$ cat src/rtl/ctr_pkg.sv
package ctr_pkg;
   localparam int          TEMP_W   = 16;
   localparam int          CODE_W   = 8;
   localparam logic [7:0]  CC_OK    = 8'h40;
   localparam logic [7:0]  CC_RANGE = 8'h90;

   typedef logic [TEMP_W-1:0] temp_t;
   typedef logic [CODE_W-1:0] code_t;

   typedef struct packed {
      logic  valid;
      code_t code;
      temp_t data;
   } rsp_t;
endpackage

$ cat src/rtl/ctr_max_reduce.sv
module ctr_max_reduce #(
   parameter int N        = 4,
   parameter int W        = 16,
   parameter bit USE_TREE = 1'b1
) (
   input  logic [N-1:0][W-1:0] vals,
   output logic [W-1:0]        max_o
);
   localparam logic [W-1:0] MOST_NEG = {1'b1, {(W-1){1'b0}}};

   generate
      if (USE_TREE) begin : g_tree
         localparam int LV = (N > 1) ? $clog2(N) : 0;
         localparam int P  = 1 << LV;
         logic [W-1:0] node [1:2*P-1];
         for (genvar i = 0; i < P; i++) begin : g_leaf
            if (i < N) begin : g_real
               assign node[P+i] = vals[i];
            end else begin : g_pad
               assign node[P+i] = MOST_NEG;
            end
         end
         for (genvar n = P-1; n >= 1; n--) begin : g_node
            assign node[n] = ($signed(node[2*n]) >= $signed(node[2*n+1]))
                             ? node[2*n] : node[2*n+1];
         end
         assign max_o = node[1];
      end else begin : g_chain
         logic [W-1:0] acc [N];
         assign acc[0] = vals[0];
         for (genvar i = 1; i < N; i++) begin : g_step
            assign acc[i] = ($signed(vals[i]) > $signed(acc[i-1])) ? vals[i] : acc[i-1];
         end
         assign max_o = acc[N-1];
      end
   endgenerate
endmodule

$ cat src/rtl/ctr_snapshot_bank.sv
module ctr_snapshot_bank #(
   parameter int NUM_CORES = 8,
   parameter int SENSORS   = 4,
   parameter int W         = 16,
   parameter bit USE_TREE  = 1'b1
) (
   input  logic                                  clk,
   input  logic                                  rst_n,
   input  logic                                  tick,
   input  logic [NUM_CORES-1:0][SENSORS-1:0][W-1:0] sens,
   input  logic [W-1:0]                          sa_in,
   output logic [NUM_CORES-1:0][W-1:0]           core_snap,
   output logic [W-1:0]                          sa_snap
);
   generate
      for (genvar c = 0; c < NUM_CORES; c++) begin : g_core
         logic [W-1:0] hottest;
         ctr_max_reduce #(.N(SENSORS), .W(W), .USE_TREE(USE_TREE)) u_max (
            .vals  (sens[c]),
            .max_o (hottest)
         );
         always_ff @(posedge clk) begin
            if (!rst_n)    core_snap[c] <= '0;
            else if (tick) core_snap[c] <= hottest;
         end
      end
   endgenerate

   always_ff @(posedge clk) begin
      if (!rst_n)    sa_snap <= '0;
      else if (tick) sa_snap <= sa_in;
   end
endmodule

$ cat src/rtl/ctr_index_check.sv
module ctr_index_check #(
   parameter int NUM_CORES = 8,
   parameter int IDX_W     = 8,
   parameter int CNT_W     = 8,
   localparam int SEL_W    = (NUM_CORES > 1) ? $clog2(NUM_CORES) : 1
) (
   input  logic [IDX_W-1:0] index,
   input  logic [CNT_W-1:0] core_count,
   output logic             is_sa,
   output logic             is_core,
   output logic [SEL_W-1:0] sel
);
   localparam logic [IDX_W-1:0] SA_INDEX = {IDX_W{1'b1}};

   int unsigned limit;

   always_comb begin
      limit   = (int'(core_count) > NUM_CORES) ? NUM_CORES : int'(core_count);
      is_sa   = (index == SA_INDEX);
      is_core = !is_sa && (int'(index) < limit);
      sel     = index[SEL_W-1:0];
   end
endmodule

$ cat src/rtl/core_temp_responder.sv
module core_temp_responder #(
   parameter int NUM_CORES = 8,
   parameter int SENSORS   = 4,
   parameter int IDX_W     = 8,
   parameter int CNT_W     = 8,
   parameter bit USE_TREE  = 1'b1,
   localparam int W        = ctr_pkg::TEMP_W,
   localparam int SEL_W    = (NUM_CORES > 1) ? $clog2(NUM_CORES) : 1
) (
   input  logic                           clk,
   input  logic                           rst_n,
   input  logic                           tick_1ms,
   input  logic [NUM_CORES*SENSORS*W-1:0] sensor_flat,
   input  logic [W-1:0]                   sa_sensor,
   input  logic [CNT_W-1:0]               core_count,
   input  logic                           req_valid,
   input  logic [IDX_W-1:0]               req_index,
   output logic                           rsp_valid,
   output logic [7:0]                     rsp_code,
   output logic [W-1:0]                   rsp_data
);
   import ctr_pkg::*;

   generate
      if (NUM_CORES < 1 || NUM_CORES >= (1 << IDX_W) - 1) begin : g_bad_cores
         $error("NUM_CORES must fit below the system-agent index");
      end
      if (SENSORS < 1) begin : g_bad_sens
         $error("SENSORS must be at least 1");
      end
   endgenerate

   logic [NUM_CORES-1:0][SENSORS-1:0][W-1:0] sens_arr;
   logic [NUM_CORES-1:0][W-1:0]              core_snap;
   logic [W-1:0]                             sa_snap;
   logic                                     is_sa, is_core;
   logic [SEL_W-1:0]                         sel;
   rsp_t                                     rsp_q, rsp_d;

   assign sens_arr = sensor_flat;

   ctr_snapshot_bank #(
      .NUM_CORES(NUM_CORES), .SENSORS(SENSORS), .W(W), .USE_TREE(USE_TREE)
   ) u_bank (
      .clk       (clk),
      .rst_n     (rst_n),
      .tick      (tick_1ms),
      .sens      (sens_arr),
      .sa_in     (sa_sensor),
      .core_snap (core_snap),
      .sa_snap   (sa_snap)
   );

   ctr_index_check #(
      .NUM_CORES(NUM_CORES), .IDX_W(IDX_W), .CNT_W(CNT_W)
   ) u_idx (
      .index      (req_index),
      .core_count (core_count),
      .is_sa      (is_sa),
      .is_core    (is_core),
      .sel        (sel)
   );

   always_comb begin
      rsp_d = '0;
      if (req_valid) begin
         rsp_d.valid = 1'b1;
         if (is_sa) begin
            rsp_d.code = CC_OK;
            rsp_d.data = sa_snap;
         end else if (is_core) begin
            rsp_d.code = CC_OK;
            rsp_d.data = core_snap[sel];
         end else begin
            rsp_d.code = CC_RANGE;
         end
      end
   end

   always_ff @(posedge clk) begin
      if (!rst_n) rsp_q <= '0;
      else        rsp_q <= rsp_d;
   end

   assign rsp_valid = rsp_q.valid;
   assign rsp_code  = rsp_q.code;
   assign rsp_data  = rsp_q.data;
endmodule

$ cat config.mk
export PLATFORM = sky130hd
export DESIGN_NAME = core_temp_responder
export DESIGN_NICKNAME = d
export VERILOG_FILES = /design/src/rtl/ctr_pkg.sv /design/src/rtl/ctr_max_reduce.sv /design/src/rtl/ctr_snapshot_bank.sv /design/src/rtl/ctr_index_check.sv /design/src/rtl/core_temp_responder.sv
export SDC_FILE = /design/constraint.sdc
export NUM_CORES = 1
export LEC_CHECK = 0
export ABC_AREA = 1
export BUFFER_PORTS_ARGS = -buffer_cell sky130_fd_sc_hd__buf_2
export CAP_MARGIN = 20
export CORE_AREA = 2 2 223 225
export DETAILED_ROUTE_END_ITERATION = 12
export DIE_AREA = 0 0 225 227
export PLACE_DENSITY = 0.86
export REMOVE_ABC_BUFFERS = 1
export SLEW_MARGIN = 10
export SYNTH_ARGS = -nofsm -noshare
export SYNTH_HDL_FRONTEND = slang
export SYNTH_SLANG_ARGS = --single-unit
$ cat constraint.sdc
create_clock -name clk -period 3.7 [get_ports clk]
set_input_delay 0.74 -clock clk [delete_from_list [all_inputs] [get_ports clk]]
set_output_delay 0.74 -clock clk [all_outputs]
set_load 0.02 [all_outputs]
==> flow_summary.toml, run 1 <==
[run_status]
outcome = "did not finish"
lastStage = "5_1_grt"
error = "[ERROR GRT-0232] Routing congestion too high. Check the congestion heatmap in the GUI."

[cts]
clockRootBuffer = "clkbuf_16"
numCtsBuffers = 17
cts-htree-levels = 4
cts.sinks = 163
cts.path.max_buffers = 2

[placement]
dp_hpwl_mm = 87.07
io_buffers = 567
gp_congestion = 1.092
dp_slack_ns = -0.5818

[logic_synthesis]
yosysMostFrequentCell = "nand2_1"
yosysWarnings = 0
syn_inst = 3762
synthFlopType = "dfxtp_1"
synth-edff-count = 0
synth_area_leaders = "ha_1 21%, nand2_1 16%, dfxtp_1 14%, nand3_1 10%, nand4_1 7.7%"
ys_types = 35
synth_common_cells = "1005 x nand2_1, 470 x nand3_1, 439 x inv_1"
ys_async_sr_fraction = 0
synth_top_area_cell = "ha_1"
ys_seq_elements = 163
synth_top_area_share = 0.2111
yosysSeqAreaShare = 0.1408
synth_area_sq_um = 23170
avgSynthCellArea_sq_um = 6.160

[die]
start_util = 0.4774
die_y_microns = 227
die_w_microns = 225
rows = 81
num_io_pins = 573

[grt]
grt_max_degree = 145
grt-ovfl-total = 626
grtUsageTotal = 0.7702

[timing]
crit_endpoint = "u_bank.core_snap[106]$_SDFFE_PN0P_/D"
worstEndpointType = "register data pin"
==> cells by family after synthesis <==
family / synth area share
simple gates: 0.4334
buf+inv: 0.1053
compound gates: 0.1091
fa+ha+maj: 0.2111
flops: 0.1408
other cells: 0.0003241
==> layer usage <==
layer  GRT overflow  GRT usage
met1             12     0.7635
met2            390     0.9590
met3             17     0.6297
met4            206     0.7394
met5              1     0.2220
==> timing repair <==
action	CTS
endpoints found under the hold margin	0
hold buffers	0
pin swaps	8
resized for setup	28
cloned	1
setup endpoints to repair	65
buffers inserted	6
==> per-stage QoR <==
step                      instances  instance area (sq um)  utilization
after floorplan                3608                  22410            -
after global placement         5867                  34230       0.7052
after detailed placement       5867                  34230       0.7052
after CTS                      5906                  35040       0.7218
==> run 2, diff against run 1 <==
Settings changed: CORE_AREA 2 2 223 225 to 2 2 244 246, DIE_AREA 0 0 225 227 to 0 0 246 248, PLACE_DENSITY 0.86 to default, PLACE_DENSITY_LB_ADDON from default to 0.15.
Clock period 3.7 ns to 4.81 ns, I/O delays scaled along.
==> run 2 against run 1 <==
Net effect:
- the run now ends clean
- synthesized area unchanged
- synthesized cell count unchanged
==> flow_summary.toml, run 2 <==
[cells_and_area]
top_register = "u_bank.core_snap"
mostFrequentLayoutCells = "1005 x nand2_1, 566 x buf_2, 470 x nand3_1, 437 x inv_1, 391 x ha_1"
final_area_sq_um = 27570
area_growth_pct = 18.97
largest_register_ffs = 128
layout_commonest_cell = "nand2_1"
fill_cells = 6422
final_nets = 5221
layout-drive-gt1-share = 0.1776

[setup_path]
cp_cell_sequence = "buf_2 > inv_1 > ha_1 > nand2_1 > nor2_1 > nand3_1 > nor2_2 > nand2_1 > nand4_2 > nand3_2 > nand2_1 > and2_1 > ha_1 > nand2_1 > inv_1 > o21ai_0 > a21oi_1 > nor2_1 > nand3b_1 > nand3_1 > buf_4 > nand3_1 > nand3_1 > a21oi_1"
worst_setup_path_end_kind = "flip-flop"
path_class = "input pin to flip-flop"
r2r_setup_slack_ns = 3.25
critical_path.max_stage_delay_ns = 0.34
critPathRequiredTime_ns = 5.09
slowest_stage = "ha_1"
worstPathArrival_ns = 4.43
crit_path_max_fanout = 16
cp-start-kind = "input pin"

[placement]
gp_congestion = 1.007
dp_hpwl_mm = 79.36
io_buffers = 567
postPlaceCellArea_sq_um = 26990

[cts]
cts-htree-levels = 4
postCtsHoldBufs = 0
numCtsBuffers = 17
cts.sinks = 163
tritoncts = "built"
cts_setup_buffers = 0
cts_resized = 0
clockRootBuffer = "clkbuf_16"
clock_latency_ns = 0.43
cts.path.max_buffers = 2
clk_pin_slew_ns = 0.07

[logic_synthesis]
synth_area_sq_um = 23170
synth_common_cells = "1005 x nand2_1, 470 x nand3_1, 439 x inv_1"
synthFlopType = "dfxtp_1"
synth_top_area_cell = "ha_1"
ys_types = 35
yosysWarnings = 0
yosysMostFrequentCell = "nand2_1"
ys_async_sr_fraction = 0
syn_inst = 3762
synth-edff-count = 0
synth_top_area_share = 0.2111
yosysSeqAreaShare = 0.1408
synth_area_leaders = "ha_1 21%, nand2_1 16%, dfxtp_1 14%, nand3_1 10%, nand4_1 7.7%"
avgSynthCellArea_sq_um = 6.160
ys_seq_elements = 163

[grt]
grt-ovfl-total = 0
grt_pass1_wl_mm = 141.1
antenna_found_initial = 8
grt_pass1_vias = 25240
grtUsageTotal = 0.2952
grt_max_degree = 89

[power_and_ir_drop]
p_comb_frac = 0.602
clock_power_share = 0.168
power_switching_share = 0.4784
power.density_nw_per_um2 = 285.9
irDropWorstVdd_v = 0.0002409
p_sw_mw = 3.771
seq_power_share = 0.229
p_int_mw = 4.112
p_leak_nw = 15.16

[hold_path]
hold_class = "flip-flop to flip-flop"

[timing]
rsz0062_at_grt = "no"
holdWs_ns = 0.4647
tns_ns = 0
worstMarginPinSlew_ns = 0.9294
slew_headroom = 0.3797
fmax_mhz = 240.7
finalHoldViolations = 0
skew_ns = 0.01123
final-setup-viol-count = 0
slew_viol_final = 0
fin_crit_ns = 4.155
min_period_over_period = 0.8639

[run_status]
outcome = "complete, no violations"

[drt]
antenna_left = 0
num_vias = 26820
dr.first_iter.drc_count = 1719
first_pass_iters = 6
route.detailed.drc = 0
avgRoutedWirePerCell_microns = 18.30
wl_mm = 92.81
via_per_inst = 5.288

[die]
rows = 89
die_y_microns = 248
die_area_sq_um = 61010
num_io_pins = 573
start_util = 0.3964
die_w_microns = 246
core_area_sq_um = 58460

[flow_run]
max_cap_viol_count = 0
-- run 2: cell counts after synthesis --
Identical to the previous run, type by type.
-- run 2: through the flow --
stage	worst slack, ns	power (mW)	cells	utilization
2_1_floorplan	0.3566	4.674	3608	-
3_3_place_gp	0.2349	6.527	5036	0.4617
3_5_place_dp	0.2399	6.543	5036	0.4617
4_1_cts	0.6823	7.891	5068	0.4714
5_1_grt	0.1996	8.602	5070	0.4715
6_report	0.6546	7.883	5072	0.4716
-- run 2: logic make-up (layout without fill, tap and decap cells) --
kind of cell,Yosys count,in the layout,synth area share
adder cells (fa/ha/maj),391,391,0.2111
other,2,13,0.0003241
AND/OR/NAND/NOR,2137,2137,0.4334
AO/OA/AOI/OAI,468,468,0.1091
buffers and inverters,601,1127,0.1053
flip-flops,163,163,0.1408
-- run 2: path summary, 6_finish.rpt --
check,depth (start not counted),start,end
worst max-delay path,24,sensor_flat[447],u_bank.core_snap[105]$_SDFFE_PN0P_
worst min-delay path,2,u_bank.core_snap[39]$_SDFFE_PN0P_,u_bank.core_snap[39]$_SDFFE_PN0P_
worst max register to register,6,u_bank.core_snap[42]$_SDFFE_PN0P_,rsp_data[10]$_SDFF_PN0_
worst min register to register,2,u_bank.core_snap[39]$_SDFFE_PN0P_,u_bank.core_snap[39]$_SDFFE_PN0P_
-- run 2: final cells by class --
class / instances / area, sq um / area share
antenna: 4 / 10.01 / 0.0003631
clock buffer: 17 / 425.4 / 0.01543
clock inverter: 15 / 143.9 / 0.005219
inverter: 440 / 1657 / 0.06009
multi-input combinational: 3005 / 17500 / 0.6348
sequential: 163 / 3263 / 0.1184
tap: 773 / 967.2 / 0.03508
timing repair buffer: 655 / 3601 / 0.1306
-- run 2: metal layers --
| metal | wire length (microns) | GRT usage |
|---|---|---|
| met1 | 42300 | 0.3978 |
| met2 | 43990 | 0.5120 |
| met3 | 4975 | 0.02822 |
| met4 | 1501 | 0.05526 |
| met5 | 49 | 0 |
-- run 2: power by group through the flow --
| stage | registers [mW] | logic, mW | clock network (mW) |
|---|---|---|---|
| 2_1_floorplan | 1.72 | 2.95 | 0 |
| 3_3_place_gp | 1.84 | 4.69 | 0 |
| 3_5_place_dp | 1.84 | 4.70 | 0 |
| 4_1_cts | 1.81 | 4.73 | 1.36 |
| 5_1_grt | 1.83 | 5.36 | 1.41 |
| 6_report | 1.81 | 4.75 | 1.33 |
-- run 2: critical path: cells and delay by family --
kind | cells | cell delay, ns
compound gates | 3 | 0.30
fa+ha+maj | 2 | 0.60
buf+inv | 4 | 0.40
simple gates | 15 | 2.16
(Power assumes the default switching activity.)
==> run 3, diff against run 2 <==
Settings changed: CORE_AREA 2 2 244 246 to 2 2 291 207, DIE_AREA 0 0 246 248 to 0 0 293 209, PLACE_DENSITY from default to 0.6, PLACE_DENSITY_LB_ADDON 0.15 to default.
==> run 3 against run 2 <==
Net effect:
- sequential share of layout area fell by 0.18 points
- worst hold slack got worse by 0.0016 ns
- first-iteration DRC count rose by 18%
- clock-buffer cell count rose by 4
- cell count rose by 0.91%
==> flow_summary.toml, run 3 (same netlist as run 2, synthesis figures left out) <==
[cells_and_area]
area_growth_pct = 20.81
finalNonFillerCells = 5118
final_nets = 5265
layout-drive-gt1-share = 0.1856
top_register = "u_bank.core_snap"
largest_register_ffs = 128
fill_cells = 6377
layout_commonest_cell = "nand2_1"
mostFrequentLayoutCells = "1005 x nand2_1, 566 x buf_2, 470 x nand3_1, 437 x inv_1, 391 x ha_1"

[cts]
numCtsBuffers = 17
cts.path.max_buffers = 2
cts.sinks = 163
tritoncts = "built"
cts_setup_buffers = 0
clk_pin_slew_ns = 0.06
postCtsHoldBufs = 0
clockRootBuffer = "clkbuf_16"
cts_resized = 0
cts-htree-levels = 4
clock_latency_ns = 0.45

[power_and_ir_drop]
p_leak_nw = 15.41
irDropWorstVdd_v = 0.0001981
p_sw_mw = 3.742
total_power_mw = 8.126
seq_power_share = 0.217
power.density_nw_per_um2 = 290.3
p_int_mw = 4.385
clock_power_share = 0.187
p_comb_frac = 0.596
power_switching_share = 0.4604

[placement]
gp_congestion = 0.9639
dp_hpwl_mm = 77.43
dp_cells = 5077
io_buffers = 567

[setup_path]
rr_worst_depth = 6
critical_path.max_stage_delay_ns = 0.44
r2r_setup_slack_ns = 3.37
worstPathArrival_ns = 4.87
r2r_end = "rsp_data[12]$_SDFF_PN0_"
critPathRequiredTime_ns = 5.17
cpMostUsedCell = "nand3_1"
cp_cell_sequence = "buf_2 > inv_1 > ha_1 > nand2_1 > nor2_1 > a21boi_0 > nor2_1 > nand4_2 > nand3_4 > nand2_1 > and2_1 > ha_1 > nand2_1 > inv_1 > nand3_1 > nor2_1 > nand2_1 > nand3_1 > nand3_1 > buf_4 > nand3_1 > nand3_1 > a21oi_1"
cp-start-kind = "input pin"
worst_setup_path_end_kind = "flip-flop"
crit_path_max_fanout = 17
reg2reg_from = "u_bank.core_snap[12]$_SDFFE_PN0P_"
path_class = "input pin to flip-flop"
slowest_stage = "nand4_2"

[timing]
fin_crit_ns = 4.509
finalHoldViolations = 0
slew_headroom = 0.3497
slew_viol_final = 0
holdWs_ns = 0.4631
worstMarginPinSlew_ns = 0.9744
tns_ns = 0
skew_ns = 0.01102
min_period_over_period = 0.9373
final-setup-viol-count = 0
fmax_mhz = 221.8
rsz0062_at_grt = "no"

[die]
core_area_sq_um = 58840
num_io_pins = 573
rows = 75
die_w_microns = 293
die_area_sq_um = 61240
start_util = 0.3939
die_y_microns = 209

[grt]
grt_pass1_wl_mm = 140.3
grtUsageTotal = 0.2903
grt-ovfl-total = 0
antenna_found_initial = 10
grt_pass1_vias = 25510
grt_max_degree = 88

[hold_path]
hold_class = "flip-flop to flip-flop"
hold_end = "rsp_data[8]$_SDFF_PN0_"
min_from = "u_bank.sa_snap[8]$_SDFFE_PN0P_"
min_path_cells = 2

[drt]
antenna_left = 0
num_vias = 27010
first_pass_iters = 5
avgRoutedWirePerCell_microns = 17.85
route.detailed.drc = 0
dr.first_iter.drc_count = 2034
wl_mm = 91.35
via_per_inst = 5.278

[run_status]
outcome = "complete, no violations"

[flow_run]
max_cap_viol_count = 0
==> run 3: cell types whose count changed in the layout (fill, tap and decap cells not counted) <==
cell,before,now
buf_4,81,123
diode_2,4,10
inv_8,5,0
bufinv_16,0,4
clkbuf_8,0,3
buf_12,8,9
buf_6,0,1
clkbuf_1,0,1
clkinv_4,2,1
clkinv_8,1,0
clkinvlp_4,3,2
inv_4,2,1
==> run 3: power groups by stage <==
stage,Sequential [mW],Combinational [mW],Clock [mW]
finish,1.77,4.84,1.52
global route,1.79,5.47,1.59
CTS,1.76,4.79,1.54
detailed placement,1.79,4.77,0
global placement,1.79,4.75,0
floorplan,1.72,2.95,0
==> run 3: area by class of cell <==
type / count / area [sq um] / area share
Multi-Input combinational cell: 3005 / 17500 / 0.6251
Inverter: 440 / 1655 / 0.05913
Sequential cell: 163 / 3263 / 0.1166
Clock inverter: 10 / 170.2 / 0.006078
Antenna cell: 10 / 25.02 / 0.0008938
Clock buffer: 21 / 470.5 / 0.01680
Tap cell: 770 / 963.4 / 0.03441
Timing Repair Buffer: 699 / 3948 / 0.1410
==> run 3: worst max-delay path: cells and delay by family <==
family	cells	cell delay, ns
buf+inv	4	0.47
compound gates	2	0.29
fa+ha+maj	2	0.66
simple gates	15	2.50
==> run 3: per-layer routing <==
layer / share of wire / global-route usage / vias to the layer above
li1: - / - / 13890
met1: 0.49 / 0.4294 / 12080
met2: 0.43 / 0.4465 / 972
met3: 0.074 / 0.04382 / 71
met4: 0.014 / 0.05075 / 2
met5: 0.00014 / 0 / -
==> run 3: per-stage QoR <==
stage	cell area [sq um]	util	setup slack [ns]
2_1_floorplan	22410	-	0.3566
3_3_place_gp	27320	0.4643	-0.1430
3_5_place_dp	27330	0.4645	-0.08680
4_1_cts	27970	0.4754	0.3790
5_1_grt	27990	0.4757	0.01933
6_report	28000	0.4758	0.3014
==> run 3: worst max path at each step <==
stage | from | end | slack (ns) | depth (start not counted)
after detailed placement | sensor_flat[319] | u_bank.core_snap[66]$_SDFFE_PN0P_ | -0.09 | 23
after global placement | sensor_flat[509] | u_bank.core_snap[119]$_SDFFE_PN0P_ | -0.14 | 24
after CTS | sensor_flat[319] | u_bank.core_snap[66]$_SDFFE_PN0P_ | 0.38 | 23
final | sensor_flat[319] | u_bank.core_snap[66]$_SDFFE_PN0P_ | 0.30 | 23
after global routing | sensor_flat[315] | u_bank.core_snap[66]$_SDFFE_PN0P_ | 0.02 | 22
after floorplan | sensor_flat[509] | u_bank.core_snap[112]$_SDFFE_PN0P_ | 0.36 | 23
